<file path="src/rtl/bsh_pkg.sv">
package bsh_pkg;
  parameter int unsigned BSH_DW = 32;
  localparam int unsigned BSH_SW = $clog2(BSH_DW);

  typedef enum logic [1:0] {
    SH_WRAP   = 2'd0,
    SH_FILL_L = 2'd1,
    SH_FILL_R = 2'd2
  } sh_mode_e;
endpackage

</file>
<file path="src/rtl/bsh_stage.sv">
module bsh_stage #(
  parameter int unsigned W = 8
) (
  input  logic         clk,
  input  logic         rst_n,
  input  logic         bypass,
  input  logic         en,
  input  logic [W-1:0] d,
  output logic [W-1:0] q
);
  logic [W-1:0] r;

  always_ff @(posedge clk or negedge rst_n) begin
    if (!rst_n)  r <= '0;
    else if (en) r <= d;
  end

  assign q = bypass ? d : r;

  // a stage with its enable low keeps its content
  a_r9_hold: assert property (@(posedge clk) disable iff (!rst_n)
    !en |=> $stable(r));
endmodule

</file>
<file path="src/rtl/bsh_norm_enc.sv">
module bsh_norm_enc #(
  parameter int unsigned DW = 32,
  localparam int unsigned SW = $clog2(DW)
) (
  input  logic [DW-1:0] d,
  input  logic          tc,
  output logic [SW-1:0] count
);
  logic [DW-2:0] x;

  // two's complement: look for the first bit that differs from the sign
  assign x = d[DW-2:0] ^ {(DW-1){tc & d[DW-1]}};

  always_comb begin
    count = SW'(DW-1);
    for (int i = 0; i < DW-1; i++) begin
      if (x[i]) count = SW'(DW-2-i);
    end
  end

  // a count below DW-1 points at a qualifying bit, and nothing above it qualifies
  always_comb begin
    if (count != SW'(DW-1)) begin
      a_r5_lead_bit: assert (x[DW-2-int'(count)] == 1'b1);
      a_r6_none_above: assert ((x >> (DW-1-int'(count))) == '0);
    end
  end
endmodule

</file>
<file path="src/rtl/bsh_shift_array.sv">
module bsh_shift_array
  import bsh_pkg::*;
#(
  parameter int unsigned DW = 32,
  localparam int unsigned SW = $clog2(DW)
) (
  input  logic [DW-1:0] d,
  input  logic          sign,
  input  logic [SW-1:0] code,
  input  logic          fill,
  input  logic          right,
  output logic [DW-1:0] res
);
  logic [DW-1:0] st [SW+1];
  logic [DW-1:0] lowmask;
  sh_mode_e      mode;

  assign st[0] = d;

  for (genvar g = 0; g < SW; g++) begin : g_rot
    localparam int unsigned S = 1 << g;
    assign st[g+1] = code[g] ? {st[g][DW-1-S:0], st[g][DW-1:DW-S]} : st[g];
  end

  assign lowmask = ({{(DW-1){1'b0}}, 1'b1} << code) - {{(DW-1){1'b0}}, 1'b1};

  always_comb begin
    if (!fill)      mode = SH_WRAP;
    else if (right) mode = SH_FILL_R;
    else            mode = SH_FILL_L;
  end

  always_comb begin
    unique case (mode)
      SH_FILL_L: res = st[SW] & ~lowmask;
      SH_FILL_R: res = (code == '0) ? st[SW]
                                    : ((st[SW] & lowmask) | ({DW{sign}} & ~lowmask));
      default:   res = st[SW];
    endcase
  end

  always_comb begin
    // rotation neither creates nor loses ones
    if (!fill) a_r1_popcount: assert ($countones(res) == $countones(d));
    // left fill empties the lowest bit whenever it moves
    if (fill && !right && code != '0) a_r2_low_zero: assert (res[0] == 1'b0);
    // right fill places the sign at the top
    if (fill && right && code != '0) a_r3_top_sign: assert (res[DW-1] == sign);
  end
endmodule

</file>
<file path="src/rtl/barrel_norm_shifter.sv">
module barrel_norm_shifter
  import bsh_pkg::*;
#(
  parameter int unsigned DW = BSH_DW,
  localparam int unsigned SW = $clog2(DW),
  localparam int unsigned HW = DW / 2
) (
  input  logic          clk,
  input  logic          rst_n,
  input  logic [DW-1:0] din,
  input  logic          sign_in,
  input  logic [SW-1:0] code_in,
  input  logic          fill_mode,
  input  logic          dir_right,
  input  logic          norm_sel,
  input  logic          tc_mode,
  input  logic          byp_in,
  input  logic          en_in,
  input  logic          byp_out,
  input  logic          en_out,
  input  logic          hi_sel,
  input  logic          out_en,
  output logic [HW-1:0] dout,
  output logic [SW-1:0] code_out,
  output logic          code_oe
);
  localparam int unsigned W1 = DW + 1 + SW;
  localparam int unsigned W2 = DW + SW;

  logic [W1-1:0] s1_q;
  logic [DW-1:0] s1_data;
  logic          s1_sign;
  logic [SW-1:0] s1_code;
  logic [SW-1:0] enc_cnt;
  logic [SW-1:0] eff_code;
  logic [DW-1:0] sh_res;
  logic [W2-1:0] s2_q;
  logic [DW-1:0] s2_res;
  logic [SW-1:0] s2_cnt;

  bsh_stage #(.W(W1)) u_in_stage (
    .clk(clk), .rst_n(rst_n), .bypass(byp_in), .en(en_in),
    .d({din, sign_in, code_in}), .q(s1_q)
  );

  assign {s1_data, s1_sign, s1_code} = s1_q;

  bsh_norm_enc #(.DW(DW)) u_enc (
    .d(s1_data), .tc(tc_mode), .count(enc_cnt)
  );

  assign eff_code = norm_sel ? enc_cnt : s1_code;

  bsh_shift_array #(.DW(DW)) u_array (
    .d(s1_data), .sign(s1_sign), .code(eff_code),
    .fill(fill_mode), .right(dir_right), .res(sh_res)
  );

  bsh_stage #(.W(W2)) u_out_stage (
    .clk(clk), .rst_n(rst_n), .bypass(byp_out), .en(en_out),
    .d({sh_res, enc_cnt}), .q(s2_q)
  );

  assign {s2_res, s2_cnt} = s2_q;

  assign dout     = !out_en ? '0 : (hi_sel ? s2_res[DW-1:HW] : s2_res[HW-1:0]);
  assign code_out = s2_cnt;
  assign code_oe  = norm_sel;

  // under normalization with both stages bypassed, the array gets the count
  a_r7_norm_code: assert property (@(posedge clk) disable iff (!rst_n)
    (norm_sel && byp_in) |-> (eff_code == code_out || !byp_out));
endmodule

</file>
<file path="config.mk">
export PLATFORM = sky130hd
export DESIGN_NAME = barrel_norm_shifter
export DESIGN_NICKNAME = d
export VERILOG_FILES = /design/src/rtl/bsh_pkg.sv /design/src/rtl/bsh_stage.sv /design/src/rtl/bsh_norm_enc.sv /design/src/rtl/bsh_shift_array.sv /design/src/rtl/barrel_norm_shifter.sv
export SDC_FILE = /design/constraint.sdc
export NUM_CORES = 1
export LEC_CHECK = 0
export ABC_CLOCK_PERIOD_IN_PS = 7950
export BUFFER_PORTS_ARGS = -buffer_cell sky130_fd_sc_hd__buf_2
export CORE_MARGIN = 4
export CORE_UTILIZATION = 35
export CTS_BUF_LIST = sky130_fd_sc_hd__clkbuf_4
export CTS_CLUSTER_DIAMETER = 120
export DETAILED_ROUTE_END_ITERATION = 8
export SYNTH_ARGS = -nofsm -noshare
export SYNTH_HDL_FRONTEND = slang
export SYNTH_SLANG_ARGS = --single-unit
</file>
<file path="constraint.sdc">
create_clock -name clk -period 7.95 [get_ports clk]
set_input_delay 0.795 -clock clk [delete_from_list [all_inputs] [get_ports clk]]
set_output_delay 0.795 -clock clk [all_outputs]
set_load 0.01 [all_outputs]
</file>
# After elaboration in Yosys (flattened, before gate mapping)
# Index checks and enable logic that the tools add are counted.
[word_totals]
reg_bits = 75
input_bits = 50
out_inout_bits = 22
word_cells = 59
[classes]
add_sub_neg = 1
eq_ne = 2
shift = 1
muxes = 45
bitwise_logic = 7
n_reduce_logical = 1
[ops]
columns = ["cell", "n"]
rows = [
  ["32-bit two-way mux", 6],
  ["32-bit bitwise AND", 3],
  ["5-bit two-way mux", 17],
  ["32-bit case mux with 2 select lines", 1],
  ["38-bit two-way mux", 1],
  ["37-bit two-way mux", 1],
  ["16-bit two-way mux", 2],
  ["4-bit two-way mux", 8],
  ["32-bit NOT", 1],
  ["32-bit OR", 1],
  ["1-bit by 5-bit left shift with 32-bit output, first input constant", 1],
  ["32-bit by 1-bit subtractor with 32-bit output, second input constant", 1],
  ["31-bit XOR", 1],
  ["3-bit two-way mux", 4],
  ["2-bit two-way mux", 4],
  ["5-bit zero test", 1],
  ["2-bit by 1-bit equality test with 1-bit output, second input constant", 1],
  ["2-bit equality test, second input constant", 1],
  ["1-bit bitwise AND", 1],
  ["1-bit two-way mux", 1],
]

# Longest topological paths before layout
# Gate-level depths: netlist of run 1.
[logic_depth]
word_depth = 47
depth_mapped = 24
mapped_depth_nobuf = 17

# Cells and area by module
# A second synthesis of run 1 with hierarchy kept.
[hier_totals]
hier_cells = 823
hier_area_um2 = 8755.9
[by_module_without_submodules]
columns = ["module", "instances", "cells_each", "area_each_um2", "seq_area_each_um2"]
rows = [
  ["bsh_shift_array", 1, 416, 3530.9, 0.0],
  ["bsh_stage (u_out_stage)", 1, 119, 2127.0, 925.9],
  ["bsh_stage (u_in_stage)", 1, 122, 2034.5, 950.9],
  ["bsh_norm_enc", 1, 125, 704.4, 0.0],
  ["barrel_norm_shifter", 1, 41, 359.1, 0.0],
]

# Least setup slack after synthesis of run 1
# OpenSTA, ideal clock, no wires.
[synth_path]
kind = "input -> output"
start = "input byp_in"
end = "output dout[0]"
arrival_ns = 4.904
required_time_ns = 7.155
setup_slack_ns = 2.251
stages = 18
n_path_buf = 2
path_cell_list = "buf_6 buf_6 mux2i_2 o21ai_0 o32a_1 o31ai_2 a21oi_4 o31a_2 nor3_4 inv_2 ha_1 nor2_2 nand2_1 o31ai_1 mux2_2 a31o_1 a221oi_1 nor2_1"
[synth_between]
elab_chain_cells = 47
elab_cells_between_ends = 53
[synth_rtl]
columns = ["element", "line", "source"]
rows = [
  ["start, declared", "barrel_norm_shifter.sv:17", "input logic byp_in,"],
  ["38-bit two-way mux *", "bsh_stage.sv:18", "assign q = bypass ? d : r;"],
  ["parallel branches: the longest is 42 deep, another holds 31-bit XOR", "n/a", ""],
  ["32-bit case mux with 2 select lines *", "bsh_shift_array.sv:34", "unique case (mode)"],
  ["37-bit two-way mux *", "bsh_stage.sv:18", ""],
  ["16-bit two-way mux * (2 in a row)", "barrel_norm_shifter.sv:66", "assign dout = !out_en ? '0 : (hi_sel ? s2_res[DW-1:HW] : s2_res[HW-1:0]);"],
  ["end, declared", "barrel_norm_shifter.sv:23", "output logic [HW-1:0] dout,"],
]
# Every way passes the cells marked *.

# Final worst setup path of run 1
# Same ends and word-level chain as after synthesis.

==> results.md, run 1 <==
* Layout cells sized above 1 at 0.203
* Pleak at around 3.9 nW
* First-pass GRT wire length at around 61000 µm
* Critical path fanouts, max at 37
* Sum Neg Setup Slack at 0 ns
* Int Pwr at 968 µW
* Register share of total power at 0.263
* Max VDD drop at ~0.085 mV
* Power Density at ~180 nW/µm²
* Initial DRC Count at roughly 1700
* Layout overhead on the synthesized area at 6.97%
* Final Hold Vio Count at 0
* Reg clk slew, reported paths at around 0.15 ns
* Initial antenna violation count at 1
* Fraction of registers with async set/reset at 1.00
* Most frequent cells in the layout: 126 x nand2_1, 106 x nor2_1, 97 x mux2_2, 87 x o21ai_0, 75 x dfrtp_1
* I/O pins at 72
* Skew-Pair Late Insertion Delay at ~0.48 ns
* Crit path time final at 7.25 ns
* Status: complete, no violations
* Initial Utilization at 0.358
* Most used DFF post-synth: dfrtp_1
* Die Y-Extent at 175 µm
* Antenna-violating nets left at 0
* GRT Total Usage at 0.245
* Layout Nets at around 1300
* Inserted Clock Buffers at 9
* Setup Skew at 0.0219 ns
* Hpwl dp at just under 30000 µm
* Synthesized net count at about 1300
* Max Cap Violations at 0
* Syn Inst Count at about 1300
* Commonest non-fill, non-tap cell in the layout: nand2_1
* GP Congestion at 0.988
* Sw Pwr at 915 µW
* Hold/Removal Path Class: in -> async
* Pre-Repair DR Iteration Count at 6
* Via density at 6.66
* Post-synth top area cell: dfrtp_1
* Clock power frac at 0.156
* Overall Power at ~1.9 mW
* Number of synthesized register bits at 75
* Largest net degree at the start of global routing at 56
* Clk sinks at 75
* Die Area at between 30000 and 40000 µm²
* CP Launch Point: byp_in
* Deepest clock path buffer count at 2
* Residual DRC at 0
* Slew @ Worst Pin at 1.05 ns
* Crit path required time at 7.15 ns
* Vias in the first global route at 10100
* Critical path endpoint: dout[0]
* H-tree depth at 3
* Reg2reg setup slack at 2.60 ns
* Startpoint types: input port
* Fmax at ~140 MHz
* Critical Path Sink Type: output port
* Clock root cell: clkbuf_4
* Final setup fails at 0
* R2r endpoint: u_out_stage.r[18]$_DFFE_PN0P_
* DIE WIDTH at around 170 µm
* Max-slew violation count at 0
* CTS hold repair buffers at 0
* Number of synthesis warnings at 0
* Seq/Total Area, Yosys at 0.193
* Cell area after synthesis at just under 10000 µm²
* Slew HR at 0.300
* Number of flops mapped to enable cells by yosys at 0
* Critical R2R Launch: u_in_stage.r[37]$_DFFE_PN0P_
* Area contributors post-synth: dfrtp_1 19%, mux2_2 11%, mux2i_1 6.7%
* Tcrit/Tclk final at 0.912
* Setup CP Type: in -> out
* WL/cell at 23.5 µm
* Sw Share at 0.486
* Total setup buffers inserted after CTS at 0
* RSZ-0062 raised after global routing: false
* WP data arrival at ~6.5 ns
* Row count at 60
* Core area at between 20000 and 30000 µm²
* Share of the synthesized area in the top cell type at 0.193
* Mean area per synthesized cell at 7.62 µm²
* Post-cts resize count at 0
* Total grt overflow at 0
* Via count of the routed design at between 10000 and 15000
* CTS tree: built
* Distinct cells, synth at 94
* Logic pwr share at 0.581
* Final WL at between 30000 and 40000 µm
* Reg2Reg Depth at 13
* IO Port Bufs at slightly above 70
-- per-stage QoR --
step	hold slack, ns	instances	area (µm²)	setup WS [ns]	utilization
after detailed placement	0.493	1638	10200	0.890	0.377
final	0.192	1655	10400	0.703	0.383
after CTS	0.177	1654	10400	0.868	0.383
after floorplan	0.475	1276	9730	2.25	-
after global routing	0.212	1655	10400	0.350	0.383
after global placement	0.484	1638	10200	0.967	0.377
-- Yosys cell counts, types with 10 or more instances --
cell type,instances
o31ai_1,10
nand4_1,10
o211ai_1,17
a32oi_1,15
a21oi_1,73
nand3_1,70
a22oi_1,24
mux2_2,97
inv_1,11
a211oi_1,21
nor2_1,107
clkbuf_1,61
o21ai_0,87
o22ai_1,47
a31oi_1,47
nand2_1,126
o21ai_1,24
a221oi_1,14
buf_6,10
mux2i_1,65
buf_4,10
nor3_1,29
dfrtp_1,75
buf_2,22
-- logic make-up after synthesis --
| logic type | count (synthesis) | share of synthesized area |
|---|---|---|
| AO/OA/AOI/OAI | 495 | 0.352 |
| XOR/XNOR | 4 | 0.00360 |
| adder cells (fa/ha/maj) | 1 | 0.00129 |
| buffers and inverters | 124 | 0.0639 |
| flip-flops | 75 | 0.193 |
| multiplexers | 168 | 0.190 |
| AND/OR/NAND/NOR | 409 | 0.196 |
-- worst min-delay path by stage --
stage	startpoint	slack, ns	cells after the start	end
finish	rst_n	0.19	1	u_in_stage.r[19]$_DFFE_PN0P_
global route	rst_n	0.21	1	u_in_stage.r[11]$_DFFE_PN0P_
CTS	rst_n	0.18	1	u_in_stage.r[36]$_DFFE_PN0P_
detailed placement	u_out_stage.r[6]$_DFFE_PN0P_	0.49	1	u_out_stage.r[6]$_DFFE_PN0P_
global placement	u_out_stage.r[6]$_DFFE_PN0P_	0.48	1	u_out_stage.r[6]$_DFFE_PN0P_
floorplan	u_out_stage.r[22]$_DFFE_PN0P_	0.47	1	u_out_stage.r[22]$_DFFE_PN0P_
-- worst max-delay path, cell delays in order --
cell      delay [ns]
buf_4           0.37
mux2i_1         0.83
nor2_1          0.39
a32oi_1         0.50
o21a_2          0.26
a21boi_1        0.15
o21a_2          0.34
nor3_4          0.19
buf_4           0.19
inv_2           0.08
ha_1            0.37
nor2_2          0.30
nand2_1         0.12
o31ai_1         0.33
mux2_2          0.38
a31o_1          0.22
a221oi_1        0.38
nor2_1          0.07
buf_2           0.15
-- metal layers --
metal  GRT usage  wire length (µm)  vias to the layer above
met5           0                 0                        -
met1       0.349             16700                     5241
met3      0.0387              3660                      121
met2       0.373             16900                      698
met4      0.0913              1620                        0
li1            -                 -                     4959
-- sequential cells by signal, indices dropped and copies added, names as in the netlist --
| name | flops |
|---|---|
| u_out_stage.r | 37 |
| u_in_stage.r | 38 |
-- power by group through the flow --
stage	clock (mW)	combinational [mW]	sequential [mW]
2_1_floorplan	0	0.763	0.489
3_3_place_gp	0	1.06	0.499
3_5_place_dp	0	1.06	0.502
4_1_cts	0.303	1.06	0.494
5_1_grt	0.314	1.18	0.503
6_report	0.293	1.09	0.495
-- layout make-up --
type                       count  area (µm²)
clock buffer                   9        67.6
fill                        2908       16800
tap                          372         465
sequential                    75        1880
multi-input combinational   1077        7270
clock inverter                 7        92.6
antenna                        1        2.50
timing repair buffer         100         578
inverter                      14        52.6
No activity file was read; power rests on OpenSTA's default activity.
==> inputs of run 2 (changes only) <==
--- a/config.mk
+++ b/config.mk
@@ -7,11 +7,14 @@
 export LEC_CHECK = 0
 export ABC_CLOCK_PERIOD_IN_PS = 7950
 export BUFFER_PORTS_ARGS = -buffer_cell sky130_fd_sc_hd__buf_2
+export CELL_PAD_IN_SITES_DETAIL_PLACEMENT = 2
+export CELL_PAD_IN_SITES_GLOBAL_PLACEMENT = 2
 export CORE_MARGIN = 4
 export CORE_UTILIZATION = 35
 export CTS_BUF_LIST = sky130_fd_sc_hd__clkbuf_4
 export CTS_CLUSTER_DIAMETER = 120
 export DETAILED_ROUTE_END_ITERATION = 8
+export PLACE_DENSITY_LB_ADDON = 0.1
 export SYNTH_ARGS = -nofsm -noshare
 export SYNTH_HDL_FRONTEND = slang
 export SYNTH_SLANG_ARGS = --single-unit
==> run 2 against run 1 <==
Combinational power up 7%. Global-route usage is 5.9 points higher. Total power grew 6.1%.
==> results.md, run 2 (synthesis gave the netlist of run 1 again) <==
* Setup CP Type: in -> out
* Power Density at roughly 190 nW/µm²
* Vias in the first global route at approximately 12000
* Clock root cell: clkbuf_4
* Crit-path most repeated cell: a221oi_1
* Reg clk slew, reported paths at between 0.15 and 0.2 ns
* Top Registers: u_in_stage.r (38), u_out_stage.r (37)
* Layout Nets at roughly 1300
* Total grt overflow at 0
* Startpoint types: input port
* Total setup buffers inserted after CTS at 0
* Max reg flops at 38
* GRT Total Usage at 0.304
* Pre-Repair DR Iteration Count at 5
* Core area at between 20000 and 30000 µm²
* Deepest clock path buffer count at 2
* Max-slew violation count at 0
* Most frequent cells in the layout: 126 x nand2_1, 106 x nor2_1, 97 x mux2_2, 87 x o21ai_0, 75 x dfrtp_1
* WL/cell at 28.6 µm
* Slew @ Worst Pin at around 1.1 ns
* Clk sinks at 75
* Slowest stage delay, CP at slightly above 0.8 ns
* Layout overhead on the synthesized area at 7.78%
* Initial antenna violation count at 1
* WP data arrival at 6.33 ns
* H-tree depth at 3
* Max VDD drop at between 0.07 and 0.08 mV
* Hold/Removal Path Class: in -> async
* Pleak at around 4 nW
* CTS tree: built
* GP Congestion at ~0.96
* Die Area at approximately 31000 µm²
* Antenna-violating nets left at 0
* Pre-CTS setup slack at 1.02 ns
* Final Hold Vio Count at 0
* Status: complete, no violations
* Tcrit/Tclk final at 0.896
* Via count of the routed design at ~11000
* Final setup fails at 0
* Slew HR at 0.242
* Layout cells sized above 1 at 0.208
* Sum Neg Setup Slack at 0 ns
* Hpwl dp at around 36000 µm
* I/O pins at 72
* Residual DRC at 0
* IO Port Bufs at between 70 and 80
* Commonest non-fill, non-tap cell in the layout: nand2_1
* Crit-path cells: buf_4 -> mux2i_1 -> nor4_1 -> mux2_2 -> a211oi_2 -> a21o_2 -> nand3_1 -> a311oi_1 -> a22oi_1 -> nand2_1 -> o21ai_0 -> a221oi_1 -> a221oi_1 -> buf_2
* Fmax at 140 MHz
* Inserted Clock Buffers at 9
* Post-cts resize count at 0
* First-pass GRT wire length at 73400 µm
* Via density at ~6.8
* Reg with most FFs: u_in_stage.r
* Max Cap Violations at 0
* Worst hold slack at about 0.23 ns
* Crit path time final at approximately 7 ns
* Crit path required time at approximately 7.2 ns
* Final WS setup at just over 0.8 ns
* Max stage delay cell, worst path: mux2i_1
* Die Y-Extent at between 150 and 200 µm
* Initial DRC Count at roughly 1300
* Critical Path Sink Type: output port
* Setup Skew at approximately 0.032 ns
* DIE WIDTH at 175 µm
* CTS hold repair buffers at 0
* Final WL at around 48000 µm
* Skew-Pair Late Insertion Delay at roughly 0.5 ns
* Critical path fanouts, max at 39
* RSZ-0062 raised after global routing: false
* Largest net degree at the start of global routing at 66
* Initial Utilization at 0.358
* Row count at 60
==> run 2: changes by cell type in the layout (fill, tap and decap cells not counted), sizes merged <==
cell      change
inv           +3
diode         +1
buf           +7
clkinv        -1
clkinvlp      -2
==> run 2: metrics by stage <==
stage | util | std cells | total power [mW] | area [µm²]
after floorplan | - | 1276 | 1.25 | 9730
after global placement | 0.379 | 1645 | 1.61 | 10300
after detailed placement | 0.379 | 1645 | 1.65 | 10300
after CTS | 0.386 | 1661 | 1.98 | 10500
after global routing | 0.386 | 1662 | 2.11 | 10500
final | 0.386 | 1663 | 2.00 | 10500
==> run 2: final cells by class <==
class / count / area, µm²
Fill cell: 3230 / 16700
Timing Repair Buffer: 107 / 643
Tap cell: 372 / 465
Inverter: 14 / 52.6
Multi-Input combinational cell: 1077 / 7270
Sequential cell: 75 / 1880
Clock buffer: 9 / 67.6
Clock inverter: 7 / 98.8
Antenna cell: 2 / 5.00
==> run 2: path summary, 6_finish.rpt <==
| check | start | to | slack, ns | cells past startpoint |
|---|---|---|---|---|
| worst max-delay path | byp_in | dout[4] | 0.83 | 14 |
| worst min-delay path | rst_n | u_in_stage.r[30]$_DFFE_PN0P_ | 0.23 | 1 |
| worst max register to register | u_in_stage.r[14]$_DFFE_PN0P_ | u_out_stage.r[25]$_DFFE_PN0P_ | 2.72 | 12 |
| worst min register to register | u_out_stage.r[2]$_DFFE_PN0P_ | u_out_stage.r[2]$_DFFE_PN0P_ | 0.53 | 1 |
| max in group asynchronous | rst_n | u_out_stage.r[21]$_DFFE_PN0P_ | 6.72 | 2 |
| min in group clk | u_out_stage.r[2]$_DFFE_PN0P_ | u_out_stage.r[2]$_DFFE_PN0P_ | 0.53 | 1 |
==> run 2: worst max-delay path: cells and delay by family <==
family	cells	cell delay (ns)
compound gates	7	3.02
simple gates	3	0.62
mux	2	1.19
buf+inv	2	0.66
==> run 2: power by group <==
part | internal, mW | switching (mW)
Sequential | 0.451 | 0.0474
Clock | 0.130 | 0.196
Combinational | 0.398 | 0.775
Total | 0.979 | 1.02
==> run 2: metal layers <==
layer | vias to the layer above | wire, µm | GRT usage
met1 | 5886 | 22400 | 0.457
li1 | 4975 | - | -
met4 | 0 | 726 | 0.0583
met3 | 53 | 3180 | 0.0283
met2 | 440 | 21300 | 0.477
met5 | - | 0 | 0
